[config.mk]
export PLATFORM = sky130hd
export DESIGN_NAME = xbus_ctrl
export DESIGN_NICKNAME = d
export VERILOG_FILES = /design/src/rtl/xbus_pkg.sv /design/src/rtl/xbus_decode.sv /design/src/rtl/xbus_seq.sv /design/src/rtl/xbus_pinmux.sv /design/src/rtl/xbus_ctrl.sv
export SDC_FILE = /design/constraint.sdc
export NUM_CORES = 1
export LEC_CHECK = 0
export ABC_AREA = 1
export BUFFER_PORTS_ARGS = -buffer_cell sky130_fd_sc_hd__buf_4
export CAP_MARGIN = 5
export CORE_AREA = 2 2 70 72
export CTS_BUF_LIST = sky130_fd_sc_hd__clkbuf_4 sky130_fd_sc_hd__clkbuf_8
export CTS_CLUSTER_SIZE = 30
export DETAILED_ROUTE_END_ITERATION = 8
export DIE_AREA = 0 0 72 74
export GPL_ROUTABILITY_DRIVEN = 0
export GPL_TIMING_DRIVEN = 0
export PLACE_DENSITY = 0.82
export SYNTH_ARGS = -nofsm -noshare
export SYNTH_HDL_FRONTEND = slang
export SYNTH_SLANG_ARGS = --single-unit
[constraint.sdc]
create_clock -name clk -period 2.2 [get_ports clk]
set_input_delay 0.11 -clock clk [delete_from_list [all_inputs] [get_ports clk]]
set_output_delay 0.11 -clock clk [all_outputs]
set_load 0.02 [all_outputs]
[src/rtl/xbus_pkg.sv]
package xbus_pkg;

    typedef enum logic [2:0] {
        ST_IDLE,
        ST_INT_ACC,
        ST_UNMAPPED,
        ST_X_ADDR,
        ST_X_LATCH,
        ST_X_STROBE,
        ST_X_DONE
    } xbus_state_t;

    typedef enum logic [1:0] {
        CLS_INT,
        CLS_EXT,
        CLS_NONE
    } xbus_class_t;

    localparam int CTL_LATCH = 0;
    localparam int CTL_RSTB  = 1;
    localparam int CTL_WSTB  = 2;
    localparam int CTL_W     = 3;

endpackage

[src/rtl/xbus_decode.sv]
module xbus_decode
    import xbus_pkg::*;
#(
    parameter int AW      = 16,
    parameter int INT_TOP = 'h0500
) (
    input  logic [AW-1:0] addr,
    input  logic          en,
    output xbus_class_t   cls
);
    localparam logic [AW-1:0] BOUND = AW'(INT_TOP);

    // Below the boundary: internal. At or above: external only while enabled.
    always_comb begin
        if (addr < BOUND) begin
            cls = CLS_INT;
        end else if (en) begin
            cls = CLS_EXT;
        end else begin
            cls = CLS_NONE;
        end
    end
endmodule

[src/rtl/xbus_seq.sv]
module xbus_seq
    import xbus_pkg::*;
#(
    parameter int AW = 16,
    parameter int DW = 8
) (
    input  logic           clk,
    input  logic           rst_n,
    input  logic           req_valid,
    input  logic           req_we,
    input  logic [AW-1:0]  req_addr,
    input  logic [DW-1:0]  req_wdata,
    input  xbus_class_t    cls,
    input  logic [DW-1:0]  int_rdata,
    input  logic [DW-1:0]  mux_in,
    output xbus_state_t    state_o,
    output logic           req_ready,
    output logic [DW-1:0]  req_rdata,
    output logic           int_sel,
    output logic [DW-1:0]  bus_mux_out,
    output logic [DW-1:0]  bus_mux_oe,
    output logic [AW-DW-1:0] bus_hi,
    output logic           bus_latch,
    output logic           bus_rstb_n,
    output logic           bus_wstb_n
);
    localparam int HW = AW - DW;

    xbus_state_t   state_q, state_d;
    logic [AW-1:0] addr_q;
    logic [DW-1:0] wdata_q;
    logic [DW-1:0] rcap_q;
    logic          we_q;
    logic          accept;

    assign accept = (state_q == ST_IDLE) && req_valid;

    // Next-state logic
    always_comb begin
        state_d = state_q;
        unique case (state_q)
            ST_IDLE: begin
                if (req_valid) begin
                    unique case (cls)
                        CLS_INT: state_d = ST_INT_ACC;
                        CLS_EXT: state_d = ST_X_ADDR;
                        default: state_d = ST_UNMAPPED;
                    endcase
                end
            end
            ST_INT_ACC:  state_d = ST_IDLE;
            ST_UNMAPPED: state_d = ST_IDLE;
            ST_X_ADDR:   state_d = ST_X_LATCH;
            ST_X_LATCH:  state_d = ST_X_STROBE;
            ST_X_STROBE: state_d = ST_X_DONE;
            ST_X_DONE:   state_d = ST_IDLE;
            default:     state_d = ST_IDLE;
        endcase
    end

    // State register
    always_ff @(posedge clk or negedge rst_n) begin
        if (!rst_n) begin
            state_q <= ST_IDLE;
        end else begin
            state_q <= state_d;
        end
    end

    // Request capture and read-data capture at the end of the strobe phase
    always_ff @(posedge clk or negedge rst_n) begin
        if (!rst_n) begin
            addr_q  <= '0;
            wdata_q <= '0;
            we_q    <= 1'b0;
            rcap_q  <= '0;
        end else begin
            if (accept) begin
                addr_q  <= req_addr;
                wdata_q <= req_wdata;
                we_q    <= req_we;
            end
            if ((state_q == ST_X_STROBE) && !we_q) begin
                rcap_q <= mux_in;
            end
        end
    end

    assign bus_hi  = addr_q[AW-1 -: HW];
    assign state_o = state_q;

    // Output logic
    always_comb begin
        bus_latch   = 1'b0;
        bus_rstb_n  = 1'b1;
        bus_wstb_n  = 1'b1;
        bus_mux_out = '0;
        bus_mux_oe  = '0;
        req_ready   = 1'b0;
        req_rdata   = '0;
        int_sel     = 1'b0;
        unique case (state_q)
            ST_IDLE: begin
            end
            ST_INT_ACC: begin
                bus_latch   = 1'b1;
                bus_mux_out = addr_q[DW-1:0];
                bus_mux_oe  = '1;
                int_sel     = 1'b1;
                req_ready   = 1'b1;
                req_rdata   = we_q ? '0 : int_rdata;
            end
            ST_UNMAPPED: begin
                req_ready = 1'b1;
            end
            ST_X_ADDR: begin
                bus_latch   = 1'b1;
                bus_mux_out = addr_q[DW-1:0];
                bus_mux_oe  = '1;
            end
            ST_X_LATCH: begin
                bus_mux_out = we_q ? wdata_q : '0;
                bus_mux_oe  = {DW{we_q}};
            end
            ST_X_STROBE: begin
                bus_mux_out = we_q ? wdata_q : '0;
                bus_mux_oe  = {DW{we_q}};
                bus_rstb_n  = we_q;
                bus_wstb_n  = !we_q;
            end
            ST_X_DONE: begin
                req_ready = 1'b1;
                req_rdata = we_q ? '0 : rcap_q;
            end
            default: begin
            end
        endcase
    end
endmodule

[src/rtl/xbus_pinmux.sv]
module xbus_pinmux #(
    parameter int W = 8
) (
    input  logic         en,
    input  logic [W-1:0] bus_val,
    input  logic [W-1:0] bus_oe,
    input  logic [W-1:0] port_val,
    input  logic [W-1:0] port_dir,
    output logic [W-1:0] pin_val,
    output logic [W-1:0] pin_oe
);
    for (genvar i = 0; i < W; i++) begin : g_pin
        assign pin_val[i] = en ? bus_val[i] : port_val[i];
        assign pin_oe[i]  = en ? bus_oe[i]  : port_dir[i];
    end
endmodule

[src/rtl/xbus_ctrl.sv]
module xbus_ctrl
    import xbus_pkg::*;
#(
    parameter int AW      = 16,
    parameter int DW      = 8,
    parameter int INT_TOP = 'h0500
) (
    input  logic               clk,
    input  logic               rst_n,
    input  logic               bus_en,
    input  logic               req_valid,
    input  logic               req_we,
    input  logic [AW-1:0]      req_addr,
    input  logic [DW-1:0]      req_wdata,
    output logic               req_ready,
    output logic [DW-1:0]      req_rdata,
    output logic               int_sel,
    input  logic [DW-1:0]      int_rdata,
    input  logic [DW-1:0]      port_mux_dout,
    input  logic [DW-1:0]      port_mux_dir,
    input  logic [AW-DW-1:0]   port_hi_dout,
    input  logic [AW-DW-1:0]   port_hi_dir,
    input  logic [2:0]         port_ctl_dout,
    input  logic [2:0]         port_ctl_dir,
    output logic [DW-1:0]      mux_out,
    output logic [DW-1:0]      mux_oe,
    input  logic [DW-1:0]      mux_in,
    output logic [AW-DW-1:0]   addr_hi_out,
    output logic [AW-DW-1:0]   addr_hi_oe,
    output logic [2:0]         ctl_out,
    output logic [2:0]         ctl_oe
);
    localparam int HW = AW - DW;

    xbus_class_t     cls;
    xbus_state_t     state;
    logic [DW-1:0]   bus_mux_out;
    logic [DW-1:0]   bus_mux_oe;
    logic [HW-1:0]   bus_hi;
    logic            bus_latch;
    logic            bus_rstb_n;
    logic            bus_wstb_n;
    logic [CTL_W-1:0] bus_ctl;

    xbus_decode #(.AW(AW), .INT_TOP(INT_TOP)) u_decode (
        .addr (req_addr),
        .en   (bus_en),
        .cls  (cls)
    );

    xbus_seq #(.AW(AW), .DW(DW)) u_seq (
        .clk         (clk),
        .rst_n       (rst_n),
        .req_valid   (req_valid),
        .req_we      (req_we),
        .req_addr    (req_addr),
        .req_wdata   (req_wdata),
        .cls         (cls),
        .int_rdata   (int_rdata),
        .mux_in      (mux_in),
        .state_o     (state),
        .req_ready   (req_ready),
        .req_rdata   (req_rdata),
        .int_sel     (int_sel),
        .bus_mux_out (bus_mux_out),
        .bus_mux_oe  (bus_mux_oe),
        .bus_hi      (bus_hi),
        .bus_latch   (bus_latch),
        .bus_rstb_n  (bus_rstb_n),
        .bus_wstb_n  (bus_wstb_n)
    );

    always_comb begin
        bus_ctl            = '0;
        bus_ctl[CTL_LATCH] = bus_latch;
        bus_ctl[CTL_RSTB]  = bus_rstb_n;
        bus_ctl[CTL_WSTB]  = bus_wstb_n;
    end

    xbus_pinmux #(.W(DW)) u_mux_pins (
        .en       (bus_en),
        .bus_val  (bus_mux_out),
        .bus_oe   (bus_mux_oe),
        .port_val (port_mux_dout),
        .port_dir (port_mux_dir),
        .pin_val  (mux_out),
        .pin_oe   (mux_oe)
    );

    xbus_pinmux #(.W(HW)) u_hi_pins (
        .en       (bus_en),
        .bus_val  (bus_hi),
        .bus_oe   ({HW{1'b1}}),
        .port_val (port_hi_dout),
        .port_dir (port_hi_dir),
        .pin_val  (addr_hi_out),
        .pin_oe   (addr_hi_oe)
    );

    xbus_pinmux #(.W(CTL_W)) u_ctl_pins (
        .en       (bus_en),
        .bus_val  (bus_ctl),
        .bus_oe   ({CTL_W{1'b1}}),
        .port_val (port_ctl_dout),
        .port_dir (port_ctl_dir),
        .pin_val  (ctl_out),
        .pin_oe   (ctl_oe)
    );
endmodule

; Yosys cells after proc, flatten, opt, wreduce, memory -nomap -nowiden
; Cells that the tools add are included.
[op_classes]
order_cmp = 1
eq_ne = 8
muxes = 54
n_reduce_logical = 8
[op_table]
columns = cell, count
row1 = 8-bit one-hot mux with 2 select lines, 3
row2 = 1-bit two-way mux, 43
row3 = 8-bit two-way mux, 3
row4 = "16-bit by 11-bit less-than comparator with 1-bit output, second input constant", 1
row5 = 3-bit one-hot mux with 4 select lines, 1
row6 = "3-bit equality test, second input constant", 3
row7 = "3-bit by 2-bit equality test with 1-bit output, second input constant", 2
row8 = 2-bit two-way mux, 2
row9 = 2-bit one-hot mux with 2 select lines, 1
row10 = 2-bit OR reduction, 2
row11 = "3-bit by 1-bit equality test with 1-bit output, second input constant", 1
row12 = 3-bit logical NOT, 1
row13 = 3-bit two-way mux, 1
row14 = 3-bit OR reduction, 1
row15 = "2-bit by 1-bit equality test with 1-bit output, second input constant", 1
row16 = 1-bit logical AND, 2
row17 = 2-bit logical NOT, 1
row18 = "2-bit inequality test, second input constant", 1
row19 = 1-bit logical NOT, 1
[word_totals]
reg_bits = 36
input_bits = 83
output_inout_bits = 48
wordCells = 76

; Logic depth before layout (Yosys ltp)
[logic_depth]
word_depth = 6
mapped_depth = 7
depth_no_buf = 7

; By module
; From an unflattened synthesis, not the netlist that was laid out.
[unflattened]
hier_cells = 371
hier_area_um2 = 2615.0
[modules_own_cells]
columns = module, n_inst, cells_each, area_each_um2, seq_area_each_um2
row1 = xbus_seq, 1, 236, 2001.9, 900.9
row2 = xbus_pinmux at u_hi_pins ..., 2, 52, 244.0, 0.0
row3 = xbus_pinmux at u_ctl_pins, 1, 19, 71.3, 0.0
row4 = xbus_decode, 1, 11, 50.0, 0.0
row5 = xbus_ctrl, 1, 1, 3.8, 0.0

; Worst setup path after synthesis
; No wires, ideal clock.
[synth_timing]
kind = reg2out
from = reg u_seq.state_q[0] (netlist: u_seq.state_o[0])
to = out ctl_out[0]
t_arrival_ns = 1.330
required_time_ns = 2.090
path_slack_ns = 0.760
path_stages_with_launch = 6
path_buffers = 1
path_cell_list = dfrtp_1 > inv_1 > nor2_1 > buf_2 > inv_1 > o21ai_0
[synth_via]
elab_chain_len = 4
word_cells_on_any_way = 5
cone_classes = 2 x eq/ne / 2 x mux / 1 x reduce/logical
[synth_rtl]
columns = item, line_no
row1 = from (decl), xbus_seq.sv:29  ; xbus_state_t state_q, state_d;
row2 = from (signal assigned), xbus_seq.sv:66  ; state_q <= state_d;
row3 = 3-bit by 1-bit equality test with 1-bit output or 3-bit by 2-bit equality test with 1-bit output (tied branches), xbus_seq.sv:102  ; unique case (state_q)
row4 = 2-bit OR reduction (no line) (*), -
row5 = 1-bit two-way mux (*), xbus_seq.sv:102
row6 = 1-bit two-way mux (*), xbus_pinmux.sv:13  ; assign pin_val[i] = en ? bus_val[i] : port_val[i];
row7 = to (decl), xbus_ctrl.sv:30  ; output logic [2:0] ctl_out,
; Mark *: on every way between the ends. The rest lies on a longest branch, timed or not.

; Final worst setup path
[layout_timing]
from = reg u_seq.state_q[1] (netlist: u_seq.state_o[1])
to = out mux_out[6]
[layout_via]
elab_chain_len = 4
word_cells_on_any_way = 8
cone_classes = 4 x eq/ne / 2 x mux / 2 x reduce/logical
[layout_rtl]
columns = item, line_no
row1 = "3-bit equality test, or another cell as far along", xbus_seq.sv:102
row2 = 2-bit OR reduction (no line), -
row3 = 8-bit one-hot mux with 2 select lines (*), xbus_seq.sv:102
row4 = 1-bit two-way mux (*), xbus_pinmux.sv:13
row5 = to (decl), xbus_ctrl.sv:25  ; output logic [DW-1:0] mux_out,
; Marked as above.

==> results.json <==
{
  "slew_viol_final": 0,
  "antenna_left": 0,
  "total_negative_setup_slack_ps": 0,
  "tritoncts": "yes",
  "peakVddDrop_uv": 580,
  "hold_buffers": 1,
  "cts_resized": 0,
  "synthAdderAreaFrac_pct": 0,
  "grt_setup_unrepaired": "no",
  "pre_cts_slack_ps": 643,
  "num_antenna_cells": 0,
  "netlist_top_cells_area": "sky130_fd_sc_hd__dfrtp_1, sky130_fd_sc_hd__nand2_1, sky130_fd_sc_hd__nand3_1",
  "share_of_synthesized_area_occupied_by_flip_flops_and_latches_pct": 43.8,
  "final.period_utilization_pct": 85.3,
  "synth_simple_gate_area_share_pct": 44.4,
  "portion_of_netlist_area_occupied_by_mux_cells_pct": 0,
  "setup-violations-final": 0,
  "antenna_found_initial": 0,
  "cp-end-kind": "output port",
  "p_leak_uw": 0.00179,
  "cap_violations": 0,
  "crit_path_category": "reg2out",
  "critical_path_required_ps": 2090,
  "cp_cell_sequence": "inv_1 -> nand2_1 -> nor2_2 -> nand2_1 -> nand2_1 -> nand2_1 -> nand2_1 -> buf_4",
  "crit_path_max_fanout": 9,
  "die_h_um": 74,
  "syn-num-nets": 386,
  "ctsHtreeMaxLevel": 2,
  "yosysTopAreaCellShare_pct": 43.8,
  "routed_via_density": 4.93,
  "final_common_cell": "sky130_fd_sc_hd__nand2_1",
  "drc": 0,
  "synth_area_leader_cell": "sky130_fd_sc_hd__dfrtp_1",
  "post_cts_buffers": 0,
  "row_count": 25,
  "netlist-cell-type-count": 20,
  "port_buffer_count": 128,
  "fmax_mhz": 533,
  "post_synth_inst_count": 303,
  "worst_path_max_delay_cell": "sky130_fd_sc_hd__dfrtp_1",
  "global_route_wire_length_before_repair_um": 9760,
  "grt_pass1_vias": 2195,
  "synth-xor-area-share_pct": 0,
  "via_count": 2432,
  "drt-initial-drc-count": 117,
  "clkSlewWorstSetupHoldPaths_ps": 70,
  "cp_data_arrival_time_ps": 1770,
  "gr-total-overflow": 0,
  "post-route-worst-setup-slack_ps": 324,
  "grt_max_degree": 37,
  "cellPowerDensity_nw_per_um2": 1010,
  "ys_seq_elements": 36,
  "timing.final.crit_period_ps": 1880,
  "clock_skew_ps": 8.16,
  "hold_viol": 0,
  "avgRoutedWirePerCell_um": 12.5,
  "cts-root-to-sink-buffers": 2,
  "fp.coreArea_um2": 4600,
  "cts.sink_count": 36,
  "final_layout_size_suffix_gt1_share_pct": 35.8,
  "cp_buf_inv_count": 2,
  "areaGrowthSynthToFinish_pct": 54.5,
  "crit_family": "simple AND/OR/NAND/NOR gates",
  "die-width_um": 72,
  "cts_inserted_buffers": 5,
  "maxSlewHeadroom_pct": 64.3,
  "layout_common_cells": "sky130_fd_sc_hd__nand2_1, sky130_fd_sc_hd__buf_4, sky130_fd_sc_hd__dfrtp_1",
  "detail_route.first_pass.iterations": 4,
  "grtUsageTotal_pct": 23.7,
  "n_fill_cell": 407,
  "synth_top_family_by_area": "simple AND/OR/NAND/NOR gates",
  "fin_nets": 522,
  "result_of_the_run": "finished, final reports clean",
  "design.die.area_um2": 5330,
  "clkLatencyLatePin_ps": 290,
  "initial_core_util_pct": 44.7,
  "yosys_warnings": 0,
  "cp_slowest_stage_delay_ps": 430,
  "synth-compound-area-share_pct": 6.51,
  "syn_area_um2": 2060,
  "clock_tree.root_cell": "sky130_fd_sc_hd__clkbuf_8",
  "holdCritPathClass": "in2reg",
  "tightest_slew_ps": 534,
  "setup.worst_path.start_class": "flip-flop",
  "hpwlAfterDp_um": 4810,
  "most_used_cell_along_the_critical_path": "sky130_fd_sc_hd__nand2_1",
  "synth_area_per_cell_um2": 6.78,
  "overall_routed_net_length_um": 6150,
  "floorplan.io_pins": 131
}
layout make-up:
cell class | count | area [µm²] | area share [%]
inverters | 9 | 33.8 | 1.06
clock inverters | 2 | 12.5 | 0.394
flip-flops and latches | 36 | 901 | 28.4
well taps | 54 | 67.6 | 2.13
repair buffers | 129 | 971 | 30.6
clock buffers | 5 | 68.8 | 2.17
multi-input cells | 241 | 1050 | 32.9
plain buffers | 17 | 75.1 | 2.36
power by group:
group	total (µW)	internal, µW	switching, µW
sequential	1170	979	196
clock	448	214	234
combinational	1570	626	948
total	3200	1820	1380
stage by stage:
stage	hold WS [ps]	cells	cell area, µm²	utilization [%]	power [µW]
detailed placement	89.4	485	3080	67.1	2770
finish	42.6	493	3180	69.1	3200
floorplan	-186	303	2060	-	2150
CTS	39.7	493	3180	69.1	3220
global placement	87.7	485	3080	67.1	2720
global route	44.4	493	3180	69.1	3460
registers in the layout, summed over array words and instances, names as in the netlist:
signal         flops
u_seq.addr_q      16
u_seq.rcap_q       8
u_seq.wdata_q      8
u_seq.state_o      3
u_seq.we_q         1
worst paths after layout:
path	start	end	slack (ps)	cells after the start
setup / recovery	u_seq.state_o[1]$_DFFE_PN0P_	mux_out[6]	320	8
hold reg to reg	u_seq.wdata_q[0]$_DFFE_PN0P_	u_seq.wdata_q[0]$_DFFE_PN0P_	470	2
setup reg to reg	u_seq.state_o[1]$_DFFE_PN0P_	u_seq.addr_q[0]$_DFFE_PN0P_	760	5
hold / removal	req_addr[2]	u_seq.addr_q[2]$_DFFE_PN0P_	40	3
min in group asynchronous	rst_n	u_seq.addr_q[9]$_DFFE_PN0P_	300	2
max in group asynchronous	rst_n	u_seq.rcap_q[5]$_DFFE_PN0P_	1570	2
cell usage after synthesis, drive strengths merged:
library cell and count:
a21oi 3, clkinv 2, nor3 1, a22oi 8, or2 11, a31oi 2, nor4 1, nand3 31
dfrtp 36, nand2 158, o211ai 1, clkbuf 10, nor2 18, buf 7, o21ai 7, inv 7
layer usage:
layer | vias up | global-route usage (%) | part of all wire, %
li1 | 1229 | - | -
met1 | 1095 | 28.6 | 39
met2 | 99 | 41.8 | 51
met3 | 9 | 5.28 | 8.4
met4 | 0 | 9.22 | 1.8
met5 | - | 0 | 0
cell families (layout without fill, tap and decap cells):
family | after synthesis | in the layout
buffers and inverters | 26 | 162
and+or+nand+nor | 220 | 220
AOI/OAI and AO/OA | 21 | 21
DFF | 36 | 36
worst min-delay path, cell delays in order:
cell and delay (ps):
sky130_fd_sc_hd__buf_4 70, sky130_fd_sc_hd__nand3_1 60, sky130_fd_sc_hd__nand2_1 60
Note: power is estimated with default switching activity, not from simulation.
